[src/rtl/adc_scan_pkg.sv]
package adc_scan_pkg;

    localparam int WORD_W   = 16;
    localparam int CHAN_W   = 4;
    localparam int MAX_CH   = 16;
    localparam int SMP_W    = 12;
    localparam int TAG_LSB  = 12;
    localparam int MAN_BIT  = 12;
    localparam int PROG_BIT = 11;
    localparam int CH_LSB   = 7;
    localparam int DBL_BIT  = 6;

    typedef logic [WORD_W-1:0] word_t;
    typedef logic [CHAN_W-1:0] chan_t;

    typedef struct packed {
        logic  vld;
        chan_t ch;
    } tag_t;

    typedef enum logic [1:0] {SQ_IDLE, SQ_RUN, SQ_DRAIN, SQ_FIN} seq_state_e;
    typedef enum logic [1:0] {EN_IDLE, EN_SHIFT, EN_GAP} eng_state_e;

    function automatic word_t make_cmd(chan_t ch, logic dbl);
        word_t w;
        w = '0;
        w[MAN_BIT] = 1'b1;
        w[PROG_BIT] = 1'b1;
        w[CH_LSB +: CHAN_W] = ch;
        w[DBL_BIT] = dbl;
        return w;
    endfunction

    function automatic chan_t first_set(logic [MAX_CH-1:0] m);
        chan_t r;
        r = '0;
        for (int i = MAX_CH - 1; i >= 0; i--) begin
            if (m[i]) r = chan_t'(i);
        end
        return r;
    endfunction

    function automatic logic [MAX_CH-1:0] usable_mask(int n);
        logic [MAX_CH-1:0] m;
        for (int i = 0; i < MAX_CH; i++) m[i] = (i < n);
        return m;
    endfunction

endpackage

[src/rtl/adc_spi_engine.sv]
module adc_spi_engine
    import adc_scan_pkg::*;
#(
    parameter int CLK_DIV = 4
) (
    input  logic  clk,
    input  logic  rst,
    input  logic  go_i,
    input  word_t tx_i,
    output logic  ready_o,
    output logic  done_o,
    output word_t rx_o,
    output logic  sclk_o,
    output logic  cs_n_o,
    output logic  mosi_o,
    input  logic  miso_i
);
    localparam int HALF = CLK_DIV / 2;
    localparam int PW   = $clog2(CLK_DIV + 1);

    eng_state_e st;
    logic [PW-1:0] ph;
    logic [3:0] bitc;
    word_t tx_sh, rx_sh;

    assign ready_o = (st == EN_IDLE);
    assign mosi_o  = tx_sh[WORD_W-1];

    always_ff @(posedge clk) begin
        if (rst) begin
            st     <= EN_IDLE;
            cs_n_o <= 1'b1;
            sclk_o <= 1'b0;
            tx_sh  <= '0;
            rx_sh  <= '0;
            ph     <= '0;
            bitc   <= '0;
            done_o <= 1'b0;
            rx_o   <= '0;
        end else begin
            done_o <= 1'b0;
            case (st)
                EN_IDLE: begin
                    if (go_i) begin
                        st     <= EN_SHIFT;
                        cs_n_o <= 1'b0;
                        sclk_o <= 1'b0;
                        tx_sh  <= tx_i;
                        ph     <= '0;
                        bitc   <= '0;
                    end
                end
                EN_SHIFT: begin
                    if (ph == PW'(HALF - 1)) begin
                        ph <= '0;
                        if (!sclk_o) begin
                            sclk_o <= 1'b1;
                            rx_sh  <= {rx_sh[WORD_W-2:0], miso_i};
                        end else begin
                            sclk_o <= 1'b0;
                            if (bitc == 4'd15) begin
                                cs_n_o <= 1'b1;
                                done_o <= 1'b1;
                                rx_o   <= rx_sh;
                                st     <= EN_GAP;
                            end else begin
                                bitc  <= bitc + 4'd1;
                                tx_sh <= {tx_sh[WORD_W-2:0], 1'b0};
                            end
                        end
                    end else begin
                        ph <= ph + PW'(1);
                    end
                end
                EN_GAP: begin
                    if (ph == PW'(CLK_DIV - 1)) begin
                        ph <= '0;
                        st <= EN_IDLE;
                    end else begin
                        ph <= ph + PW'(1);
                    end
                end
                default: st <= EN_IDLE;
            endcase
        end
    end


    sclk_idle_chk: assert property (@(posedge clk) disable iff (rst)
        cs_n_o |-> !sclk_o);


    word_end_cs_chk: assert property (@(posedge clk) disable iff (rst)
        done_o |-> cs_n_o);

endmodule

[src/rtl/adc_scan_sequencer.sv]
module adc_scan_sequencer
    import adc_scan_pkg::*;
#(
    parameter int NUM_CH = 16
) (
    input  logic              clk,
    input  logic              rst,
    input  logic              start_i,
    input  logic              single_i,
    input  chan_t             chan_i,
    input  logic [MAX_CH-1:0] mask_i,
    input  logic              dbl_i,
    input  logic              eng_ready_i,
    input  logic              eng_done_i,
    output logic              go_o,
    output word_t             tx_o,
    output tag_t              tag_o,
    output logic              clr_o,
    output logic              busy_o,
    output logic              done_o
);
    localparam logic [MAX_CH-1:0] USE = usable_mask(NUM_CH);

    seq_state_e st;
    logic [MAX_CH-1:0] rem;
    logic [1:0] pads, sidx;
    logic sgl, dbl, all_issued, last;
    chan_t sch, nxt;
    logic start_ok;
    logic [MAX_CH-1:0] eff;

    assign start_ok = (st == SQ_IDLE) && start_i;
    assign eff      = mask_i & USE;
    assign nxt      = first_set(rem);
    assign go_o     = (st == SQ_RUN) && eng_ready_i && !all_issued;
    assign clr_o    = start_ok;
    assign busy_o   = (st != SQ_IDLE);
    assign done_o   = (st == SQ_FIN);

    always_comb begin
        if (sgl) begin
            tx_o  = (sidx < 2'd2) ? make_cmd(sch, dbl) : '0;
            tag_o = '{vld: (sidx == 2'd0), ch: sch};
            last  = (sidx == 2'd2);
        end else if (rem != '0) begin
            tx_o  = make_cmd(nxt, dbl);
            tag_o = '{vld: 1'b1, ch: nxt};
            last  = 1'b0;
        end else begin
            tx_o  = '0;
            tag_o = '{vld: 1'b0, ch: '0};
            last  = (pads == 2'd1);
        end
    end

    always_ff @(posedge clk) begin
        if (rst) begin
            st         <= SQ_IDLE;
            rem        <= '0;
            pads       <= '0;
            sidx       <= '0;
            sgl        <= 1'b0;
            dbl        <= 1'b0;
            sch        <= '0;
            all_issued <= 1'b0;
        end else begin
            case (st)
                SQ_IDLE: begin
                    if (start_ok) begin
                        sgl        <= single_i;
                        sch        <= chan_i;
                        dbl        <= dbl_i;
                        rem        <= eff;
                        pads       <= 2'd2;
                        sidx       <= '0;
                        all_issued <= 1'b0;
                        st <= (!single_i && eff == '0) ? SQ_FIN : SQ_RUN;
                    end
                end
                SQ_RUN: begin
                    if (go_o) begin
                        if (sgl)              sidx <= sidx + 2'd1;
                        else if (rem != '0)   rem  <= rem & ~(MAX_CH'(1) << nxt);
                        else                  pads <= pads - 2'd1;
                        if (last) all_issued <= 1'b1;
                    end
                    if (all_issued && eng_done_i) st <= SQ_DRAIN;
                end
                SQ_DRAIN: st <= SQ_FIN;
                SQ_FIN:   st <= SQ_IDLE;
                default:  st <= SQ_IDLE;
            endcase
        end
    end


    accept_busy_chk: assert property (@(posedge clk) disable iff (rst)
        (start_i && !busy_o) |=> busy_o);


    empty_done_chk: assert property (@(posedge clk) disable iff (rst)
        (start_i && !busy_o && !single_i && ((mask_i & USE) == '0)) |=> done_o);


    done_release_chk: assert property (@(posedge clk) disable iff (rst)
        done_o |=> !busy_o);

endmodule

[src/rtl/adc_result_align.sv]
module adc_result_align
    import adc_scan_pkg::*;
#(
    parameter int RES_BITS = 12
) (
    input  logic                clk,
    input  logic                rst,
    input  logic                clr_i,
    input  logic                go_i,
    input  tag_t                tag_i,
    input  logic                done_i,
    input  word_t               rx_i,
    output logic                res_valid_o,
    output chan_t               res_chan_o,
    output logic [RES_BITS-1:0] res_data_o,
    output logic                res_err_o
);
    localparam int DROP = SMP_W - RES_BITS;

    tag_t pend, p0, p1;

    always_ff @(posedge clk) begin
        if (rst) begin
            pend        <= '0;
            p0          <= '0;
            p1          <= '0;
            res_valid_o <= 1'b0;
            res_chan_o  <= '0;
            res_data_o  <= '0;
            res_err_o   <= 1'b0;
        end else begin
            if (clr_i) begin
                pend <= '0;
                p0   <= '0;
                p1   <= '0;
            end else if (go_i) begin
                pend <= tag_i;
            end
            if (done_i && !clr_i) begin
                res_valid_o <= p1.vld;
                res_chan_o  <= p1.ch;
                res_data_o  <= RES_BITS'(rx_i[SMP_W-1:0] >> DROP);
                res_err_o   <= p1.vld && (rx_i[TAG_LSB +: CHAN_W] != p1.ch);
                p1 <= p0;
                p0 <= pend;
            end else begin
                res_valid_o <= 1'b0;
                res_err_o   <= 1'b0;
            end
        end
    end


    result_after_word_chk: assert property (@(posedge clk) disable iff (rst)
        res_valid_o |-> $past(done_i));


    err_with_result_chk: assert property (@(posedge clk) disable iff (rst)
        res_err_o |-> res_valid_o);

endmodule

[src/rtl/adc_scan_ctrl.sv]
module adc_scan_ctrl
    import adc_scan_pkg::*;
#(
    parameter int NUM_CH   = 16,
    parameter int RES_BITS = 12,
    parameter int CLK_DIV  = 4
) (
    input  logic                clk,
    input  logic                rst,
    input  logic                start_i,
    input  logic                single_i,
    input  logic [3:0]          chan_i,
    input  logic [15:0]         mask_i,
    input  logic                range_dbl_i,
    input  logic                miso_i,
    output logic                sclk_o,
    output logic                cs_n_o,
    output logic                mosi_o,
    output logic                busy_o,
    output logic                done_o,
    output logic                res_valid_o,
    output logic [3:0]          res_chan_o,
    output logic [RES_BITS-1:0] res_data_o,
    output logic                res_err_o
);
    logic  go, eng_ready, eng_done, clr;
    word_t tx_word, rx_word;
    tag_t  tag;

    adc_scan_sequencer #(.NUM_CH(NUM_CH)) u_seq (
        .clk(clk), .rst(rst), .start_i(start_i), .single_i(single_i),
        .chan_i(chan_i), .mask_i(mask_i), .dbl_i(range_dbl_i),
        .eng_ready_i(eng_ready), .eng_done_i(eng_done),
        .go_o(go), .tx_o(tx_word), .tag_o(tag), .clr_o(clr),
        .busy_o(busy_o), .done_o(done_o)
    );

    adc_spi_engine #(.CLK_DIV(CLK_DIV)) u_eng (
        .clk(clk), .rst(rst), .go_i(go), .tx_i(tx_word),
        .ready_o(eng_ready), .done_o(eng_done), .rx_o(rx_word),
        .sclk_o(sclk_o), .cs_n_o(cs_n_o), .mosi_o(mosi_o), .miso_i(miso_i)
    );

    adc_result_align #(.RES_BITS(RES_BITS)) u_align (
        .clk(clk), .rst(rst), .clr_i(clr), .go_i(go), .tag_i(tag),
        .done_i(eng_done), .rx_i(rx_word),
        .res_valid_o(res_valid_o), .res_chan_o(res_chan_o),
        .res_data_o(res_data_o), .res_err_o(res_err_o)
    );


    done_apart_chk: assert property (@(posedge clk) disable iff (rst)
        $onehot0({done_o, res_valid_o}));

endmodule

[config.mk]
export PLATFORM = sky130hd
export DESIGN_NAME = adc_scan_ctrl
export DESIGN_NICKNAME = d
export VERILOG_FILES = /design/src/rtl/adc_scan_pkg.sv /design/src/rtl/adc_spi_engine.sv /design/src/rtl/adc_scan_sequencer.sv /design/src/rtl/adc_result_align.sv /design/src/rtl/adc_scan_ctrl.sv
export SDC_FILE = /design/constraint.sdc
export NUM_CORES = 1
export LEC_CHECK = 0
export BUFFER_PORTS_ARGS = -buffer_cell sky130_fd_sc_hd__buf_2
export CAP_MARGIN = 20
export CORE_AREA = 2 2 91 136
export CTS_CLUSTER_DIAMETER = 120
export DETAILED_ROUTE_END_ITERATION = 8
export DIE_AREA = 0 0 93 138
export HOLD_SLACK_MARGIN = 0.12
export PLACE_DENSITY = 0.69
export SLEW_MARGIN = 20
export SYNTH_ARGS = -nofsm -noshare
export SYNTH_HDL_FRONTEND = slang
export SYNTH_SLANG_ARGS = --single-unit
[constraint.sdc]
create_clock -name clk -period 1.8 [get_ports clk]
set_input_delay 0.18 -clock clk [delete_from_list [all_inputs] [get_ports clk]]
set_output_delay 0.18 -clock clk [all_outputs]
set_load 0.1 [all_outputs]
[Word level (Yosys, flattened, before mapping)]
Cells that the tools add are included.
Storage, ports and cells
  register bits: 122
  word-level logic and storage cells: 177
  output and inout bits: 23
  input port bits: 26
Cells by class
  order comparisons: 1
  equality and inequality tests: 25
  muxes and demuxes: 77
  add/subtract/negate cells: 4
  shift-type cells: 1
  bitwise gates (word level): 6
  reduce and logical (&&, ||, !) cells: 36
Operators by type and width (count)
  16-bit 2-to-1 mux: 9
  4-bit 2-to-1 mux: 20
  16-bit one-hot mux with 2 select lines: 2
  2-bit 2-to-1 mux: 15
  13-bit 2-to-1 mux: 2
  5-bit 2-to-1 mux: 5
  5-bit AND reduction: 5
  16-bit AND: 1
  16-bit logical NOT: 1
  16-bit NOT: 1
  16-bit nonzero test: 1
  1-bit by 4-bit left shift with 16-bit output (first input constant): 1
  2-bit by 1-bit inequality test with 1-bit output (second input constant): 7
  2-bit inequality test (second input constant): 7
  1-bit 2-to-1 mux: 12
  4-bit AND reduction: 3
  3-bit 2-to-1 mux: 3
  3-bit one-hot mux with 3 select lines: 1
  2-bit equality test (second input constant): 4
  2-bit one-hot mux with 2 select lines: 2
  2-bit one-hot mux with 4 select lines: 1
  4-bit one-hot mux with 2 select lines: 1
  2-bit nonzero test: 4
  1-bit logical AND: 7
  20 further kinds: 35

[Depth between registers and ports, before layout]
  depth in word-level cells: 23
  mapped depth: 10

[Hierarchy]
A second synthesis with hierarchy kept.
Unflattened totals
  cells, all modules: 694
  area, all modules: 5944.5 µm²
Modules (own cells, without submodules)
  adc_spi_engine: area an instance 2708.8 µm², cells each 304, sequential area each 1201.2 µm², instances 1
  adc_scan_sequencer: area an instance 1934.4 µm², cells each 258, sequential area each 580.6 µm², instances 1
  adc_result_align: area an instance 1301.2 µm², cells each 132, sequential area each 660.6 µm², instances 1

[Worst setup path before layout]
Ideal clock, no wire load.
  path kind: reg2reg
  start point: register u_eng.sclk_o
  end point: register u_eng.tx_sh[7]
  slack: -0.531 ns
  data arrival time: 2.199 ns
  clock period less this slack: 2.331 ns
  library setup time: 0.132 ns
  cell stages (with the launch flop): 7
  path buffers: 1
  cell sequence: dfxtp_1 > inv_2 > o31ai_2 > nand2_1 > clkbuf_1 > a22oi_1 > a21oi_1
On the way
  word-level cells in the longest chain between the ends: 2
Ends and longest elaborated chain
  start: declaration: line adc_spi_engine.sv:13  | output logic sclk_o,
  start signal: assignment: line adc_spi_engine.sv:33  | sclk_o <= 1'b0;
  start signal: assignment: line adc_spi_engine.sv:47  | sclk_o <= 1'b0;
  start signal: assignment: line adc_spi_engine.sv:57  | sclk_o <= 1'b1;
  2-bit by 1-bit inequality test with 1-bit output (no line)
  5-bit AND reduction (no line)
  end signal: assignment: line adc_spi_engine.sv:48  | tx_sh <= tx_i;
  end signal: assignment: line adc_spi_engine.sv:68  | tx_sh <= {tx_sh[WORD_W-2:0], 1'b0};
  end: declaration: line adc_spi_engine.sv:24  | word_t tx_sh, rx_sh;
Every way passes these cells.
A chain may end at the register's enable or synchronous reset.

[Worst setup path after layout]
  start point: register u_seq.rem[15]
  end point: register u_seq.pads[1]
On the way
  word-level cells in the longest chain between the ends: 3
Ends and longest elaborated chain
  start: declaration: line adc_scan_sequencer.sv:25  | logic [MAX_CH-1:0] rem;
  start signal: assignment: line adc_scan_sequencer.sv:83  | else if (rem != '0) rem <= rem & ~(MAX_CH'(1) << nxt);
  16-bit nonzero test: line adc_scan_sequencer.sv:83
  2-bit inequality test (no line)
  5-bit AND reduction (no line)
  end signal: assignment: line adc_scan_sequencer.sv:84  | else pads <= pads - 2'd1;
  end: declaration: line adc_scan_sequencer.sv:26  | logic [1:0] pads, sidx;
Every way passes these cells.

==> flow_summary.rst <==
.. list-table::
   :header-rows: 1

   * - Metric
     - Value
   * - Area of the core region
     - between 10000 and 15000 um^2
   * - Prevailing post-synth register cell
     - sky130_fd_sc_hd__dfxtp_1
   * - Max capacitance violation total
     - 0
   * - Worst setup EP type
     - flip-flop
   * - Root Buffer
     - sky130_fd_sc_hd__clkbuf_16
   * - Total power of the final layout
     - 12.3 mW
   * - Insertion delay of the later-clocked pin in the worst-skew pair
     - 410 ps
   * - Arrival time worst endpoint
     - between 2000 and 2500 ps
   * - CTS clk-pin slew, worst paths
     - 60 ps
   * - Global-route wire length before repair
     - 24.8 mm
   * - Max-slew headroom at the worst pin
     - 0.677
   * - Maximum number of pins on one net before global-route repair
     - 34
   * - Pins over their slew limit
     - 0
   * - Post-layout net count
     - 813
   * - Via count of the first global-routing pass
     - 5239
   * - Wl on met1
     - 5.91 mm
   * - TritonRoute pass-1 iters
     - 5
   * - Comb pwr share
     - 0.472
   * - Power per cell area
     - 1700 nW/um^2
   * - CTS HTree Levels
     - 4
   * - Yosys warns
     - 0
   * - Number of antenna diodes
     - 0
   * - Average wire per cell in the routed design
     - 16.5 um
   * - Detailed route wirelength on metal2
     - 8.10 mm
   * - Proportion of total power due to net switching
     - 0.389
   * - TritonCTS clock tree
     - yes
   * - Initial core utilization
     - 0.453
   * - Die height
     - 138 um
   * - Final Non-Filler Cells
     - slightly above 900
   * - Routed met3 length
     - 669 um
   * - Sequential share of power
     - 0.258
   * - Fill cell instance count of the final layout
     - 1030
   * - Total die area
     - about 13000 um^2
   * - Routed via count divided by cell count
     - 5.58
   * - Highest attainable clock frequency
     - around 0.54 GHz
   * - Area of all placed cells without fillers
     - 7250 um^2
   * - FF-to-FF End
     - u_seq.pads[1]$_SDFFE_PP0P_
   * - Top routing layer in use
     - met4
   * - Switching power of the nets
     - 4.79 mW
   * - DPL Wire Length
     - 11.0 mm
   * - 1st-iter DRT viols
     - ~270
   * - Internal power component
     - around 7.5 mW
   * - Initial antenna violation count
     - 0
   * - Sequential fraction of the synthesis area
     - 0.435
   * - Failing checks
     - negative setup slack
   * - Setup clock skew after layout
     - 9.21 ps
   * - Share of cells above drive strength 1
     - 0.281
   * - CTS Buf Count
     - 17
   * - Setup WS post-layout
     - -46.9 ps
   * - Status
     - finished with violations
   * - Worst Hold Slack
     - 150 ps
   * - Category of the most critical setup path
     - flip-flop to flip-flop
   * - Die width
     - slightly above 90 um
   * - Peak ir drop on the vdd network
     - 876 uV
   * - Final hold viol count
     - 0
   * - Largest cells by area after synthesis
     - sky130_fd_sc_hd__dfxtp_1, sky130_fd_sc_hd__nand2_1, sky130_fd_sc_hd__a21oi_1
   * - Relative contribution of the clock network to total power
     - 0.270
   * - Detailed Route WL
     - 15.5 mm
   * - Final cycle utilization of the critical path
     - 1.03
   * - Yosys top cell area share
     - 0.435
   * - Kind of launch point of the worst setup path
     - flip-flop
   * - Per-instance average area after synthesis
     - 8.29 um^2
   * - Synth unique cells
     - 64
   * - Remaining DRCs
     - 0
   * - Cells on worst reg2reg path
     - 6
   * - Post-placement cell area
     - a little over 6000 um^2
   * - RSZ-0062 raised after global routing
     - true
   * - Slowest CP cell
     - sky130_fd_sc_hd__or3_4
   * - Max FO, Critical Path
     - 5
   * - Worst Tran Pin Value
     - 489 ps
   * - Number of antenna-violating nets in the routed design
     - 0
   * - Worst hold path depth
     - 3
   * - Sinks on Clock Net
     - 116
   * - Largest buffer count on any clock path
     - 2
   * - Worst hold path type
     - primary input to flip-flop
   * - Number of buffers inserted by port buffering
     - 48
   * - Top cell type by total area after synthesis
     - sky130_fd_sc_hd__dfxtp_1
   * - LEAKAGE
     - approximately 2.8 nW
   * - Number of placement rows
     - slightly below 50
   * - Number of flops mapped to enable cells by yosys
     - 0
   * - Post-synthesis register bit count
     - between 100 and 150
   * - Endpoint of the worst setup timing path
     - u_seq.pads[1]$_SDFFE_PP0P_
   * - Async set or reset register ratio after synthesis
     - 0
   * - I/O Pins
     - 49
   * - Synthesized netlist cell count
     - about 640
   * - Placed Cells
     - 879
   * - Critical Path Start
     - u_seq.rem[15]$_SDFFE_PP0P_
   * - Worst Path Required
     - 2090 ps
   * - Placer Congestion
     - 0.926
   * - Vias
     - 5215
   * - Delay of the slowest cell on the worst path
     - roughly 470 ps
   * - Mapped Area
     - 5340 um^2
   * - Total setup violations reported at the end of the flow
     - 7
   * - Reg2Reg Setup Slack
     - -50 ps
   * - Crit-path cells
     - buf_6 -> nor4_4 -> nand4_4 -> or3_4 -> nor3_4 -> a311oi_2
   * - Grt total ovfl
     - 0
   * - Reg-to-Reg Start
     - u_seq.rem[15]$_SDFFE_PP0P_
   * - Setup_tns
     - -168 ps
   * - Overall Global Routing Usage
     - 0.243
   * - Final period demand of the worst path
     - ~1800 ps
   * - Synth-to-layout area growth
     - 35.9%
   * - Net Count, Synth
     - approximately 690
metal layers:
| metal | GRT usage | up-vias |
|---|---|---|
| met2 | 0.433 | 180 |
| li1 | - | 2522 |
| met3 | 0.0485 | 57 |
| met5 | 0 | - |
| met4 | 0.151 | 0 |
| met1 | 0.257 | 2456 |
cell usage in the layout, fill, tap and decap left out, types with 4 or more instances in the layout:
cell type	instances
sky130_fd_sc_hd__nor3_2	5
sky130_fd_sc_hd__dfxtp_1	107
sky130_fd_sc_hd__o31ai_1	5
sky130_fd_sc_hd__clkbuf_8	4
sky130_fd_sc_hd__clkbuf_16	17
sky130_fd_sc_hd__buf_4	68
sky130_fd_sc_hd__nand2_1	138
sky130_fd_sc_hd__nand3_1	10
sky130_fd_sc_hd__nor4_4	5
sky130_fd_sc_hd__inv_1	19
sky130_fd_sc_hd__buf_12	4
sky130_fd_sc_hd__a22oi_1	6
sky130_fd_sc_hd__a21o_1	5
sky130_fd_sc_hd__dfxtp_2	6
sky130_fd_sc_hd__o21ai_0	13
sky130_fd_sc_hd__clkinv_2	4
sky130_fd_sc_hd__a311oi_2	6
sky130_fd_sc_hd__ha_1	12
sky130_fd_sc_hd__a21oi_1	89
sky130_fd_sc_hd__buf_6	4
sky130_fd_sc_hd__nor2_1	43
sky130_fd_sc_hd__and3_1	4
sky130_fd_sc_hd__nor4_1	4
sky130_fd_sc_hd__nand4_1	6
sky130_fd_sc_hd__dlygate4sd3_1	19
sky130_fd_sc_hd__xor2_1	6
sky130_fd_sc_hd__nand2_2	4
sky130_fd_sc_hd__nand2b_1	10
sky130_fd_sc_hd__a211oi_1	5
sky130_fd_sc_hd__buf_2	47
sky130_fd_sc_hd__mux2i_1	17
cell type report:
type | count | area, um^2 | area share
multi-input combinational | 472 | 2990 | 0.413
sequential | 116 | 2340 | 0.323
timing repair buffer | 142 | 1060 | 0.146
clock buffer | 21 | 480 | 0.0663
tap | 153 | 191 | 0.0264
clock inverter | 9 | 104 | 0.0143
inverter | 22 | 82.6 | 0.0114
worst max-delay path: cells and delay by family, from the launching register on:
family | cells | cell delay [ps]
flops | 1 | 360
buf+inv | 1 | 120
compound gates | 1 | 50
simple gates | 4 | 1200
repair_timing:
item	4_1_cts	5_1_grt
pin swaps	4	18
buffers inserted	1	6
gates resized for setup	14	42
endpoints found under the setup margin	37	71
endpoints found under the hold margin	18	0
hold buffers	19	0
kinds of logic (layout without fill, tap and decap cells):
family / after synthesis / count (layout) / share of synthesized area
AND/OR/NAND/NOR: 256 / 256 / 0.232
XOR/XNOR: 6 / 6 / 0.00985
adder cells (fa/ha/maj): 16 / 16 / 0.0375
AO/OA/AOI/OAI: 177 / 177 / 0.214
flip-flops: 116 / 116 / 0.435
multiplexers: 17 / 17 / 0.0319
buffers and inverters: 56 / 194 / 0.0403
power by group through the flow:
| stage | Sequential, mW | Clock (mW) | Combinational [mW] |
|---|---|---|---|
| CTS | 3.15 | 3.36 | 5.21 |
| detailed placement | 3.20 | 0 | 4.95 |
| floorplan | 3.26 | 0 | 2.89 |
| global route | 3.21 | 3.51 | 6.19 |
| global placement | 3.18 | 0 | 4.91 |
| finish | 3.18 | 3.33 | 5.82 |
how the worst min path moves through the flow:
stage               start  slack [ps]                          end
3_5_place_dp       miso_i         440  u_eng.rx_sh[0]$_SDFFE_PP0P_
4_1_cts         mask_i[5]         140    u_seq.rem[5]$_SDFFE_PP0P_
6_report        mask_i[5]         150    u_seq.rem[5]$_SDFFE_PP0P_
5_1_grt        mask_i[13]         140   u_seq.rem[13]$_SDFFE_PP0P_
3_3_place_gp       miso_i         430  u_eng.rx_sh[0]$_SDFFE_PP0P_
2_1_floorplan  mask_i[15]         310   u_seq.rem[15]$_SDFFE_PP0P_
synth_stat cells (7+ instances only):
cell type and n:
sky130_fd_sc_hd__a22oi_1 9, sky130_fd_sc_hd__a311oi_1 8, sky130_fd_sc_hd__inv_1 20, sky130_fd_sc_hd__a211oi_1 7, sky130_fd_sc_hd__mux2i_1 17, sky130_fd_sc_hd__o21ai_0 13
sky130_fd_sc_hd__dfxtp_1 116, sky130_fd_sc_hd__ha_1 16, sky130_fd_sc_hd__nand2b_1 10, sky130_fd_sc_hd__a21oi_1 91, sky130_fd_sc_hd__clkbuf_1 29, sky130_fd_sc_hd__nor2_1 46
sky130_fd_sc_hd__nand2_1 141, sky130_fd_sc_hd__nand3_1 10
state kept, by name, indices dropped and copies added, names as in the netlist, 4 cells and up:
register            flops
u_eng.bitc              4
u_seq.rem              16
u_eng.rx_o             16
u_eng.rx_sh            16
u_align.p0              5
u_eng.tx_sh            10
u_seq.sch               4
u_align.res_chan_o      4
u_align.res_data_o     12
u_align.pend            5
u_align.p1              5
through the flow:
stage	util	worst slack, ps
3_3_place_gp	0.527	-77.7
5_1_grt	0.616	-125
2_1_floorplan	-	14.4
4_1_cts	0.599	-16.9
3_5_place_dp	0.527	-107
6_report	0.616	-46.9
Power figures use the tool's default switching activity.
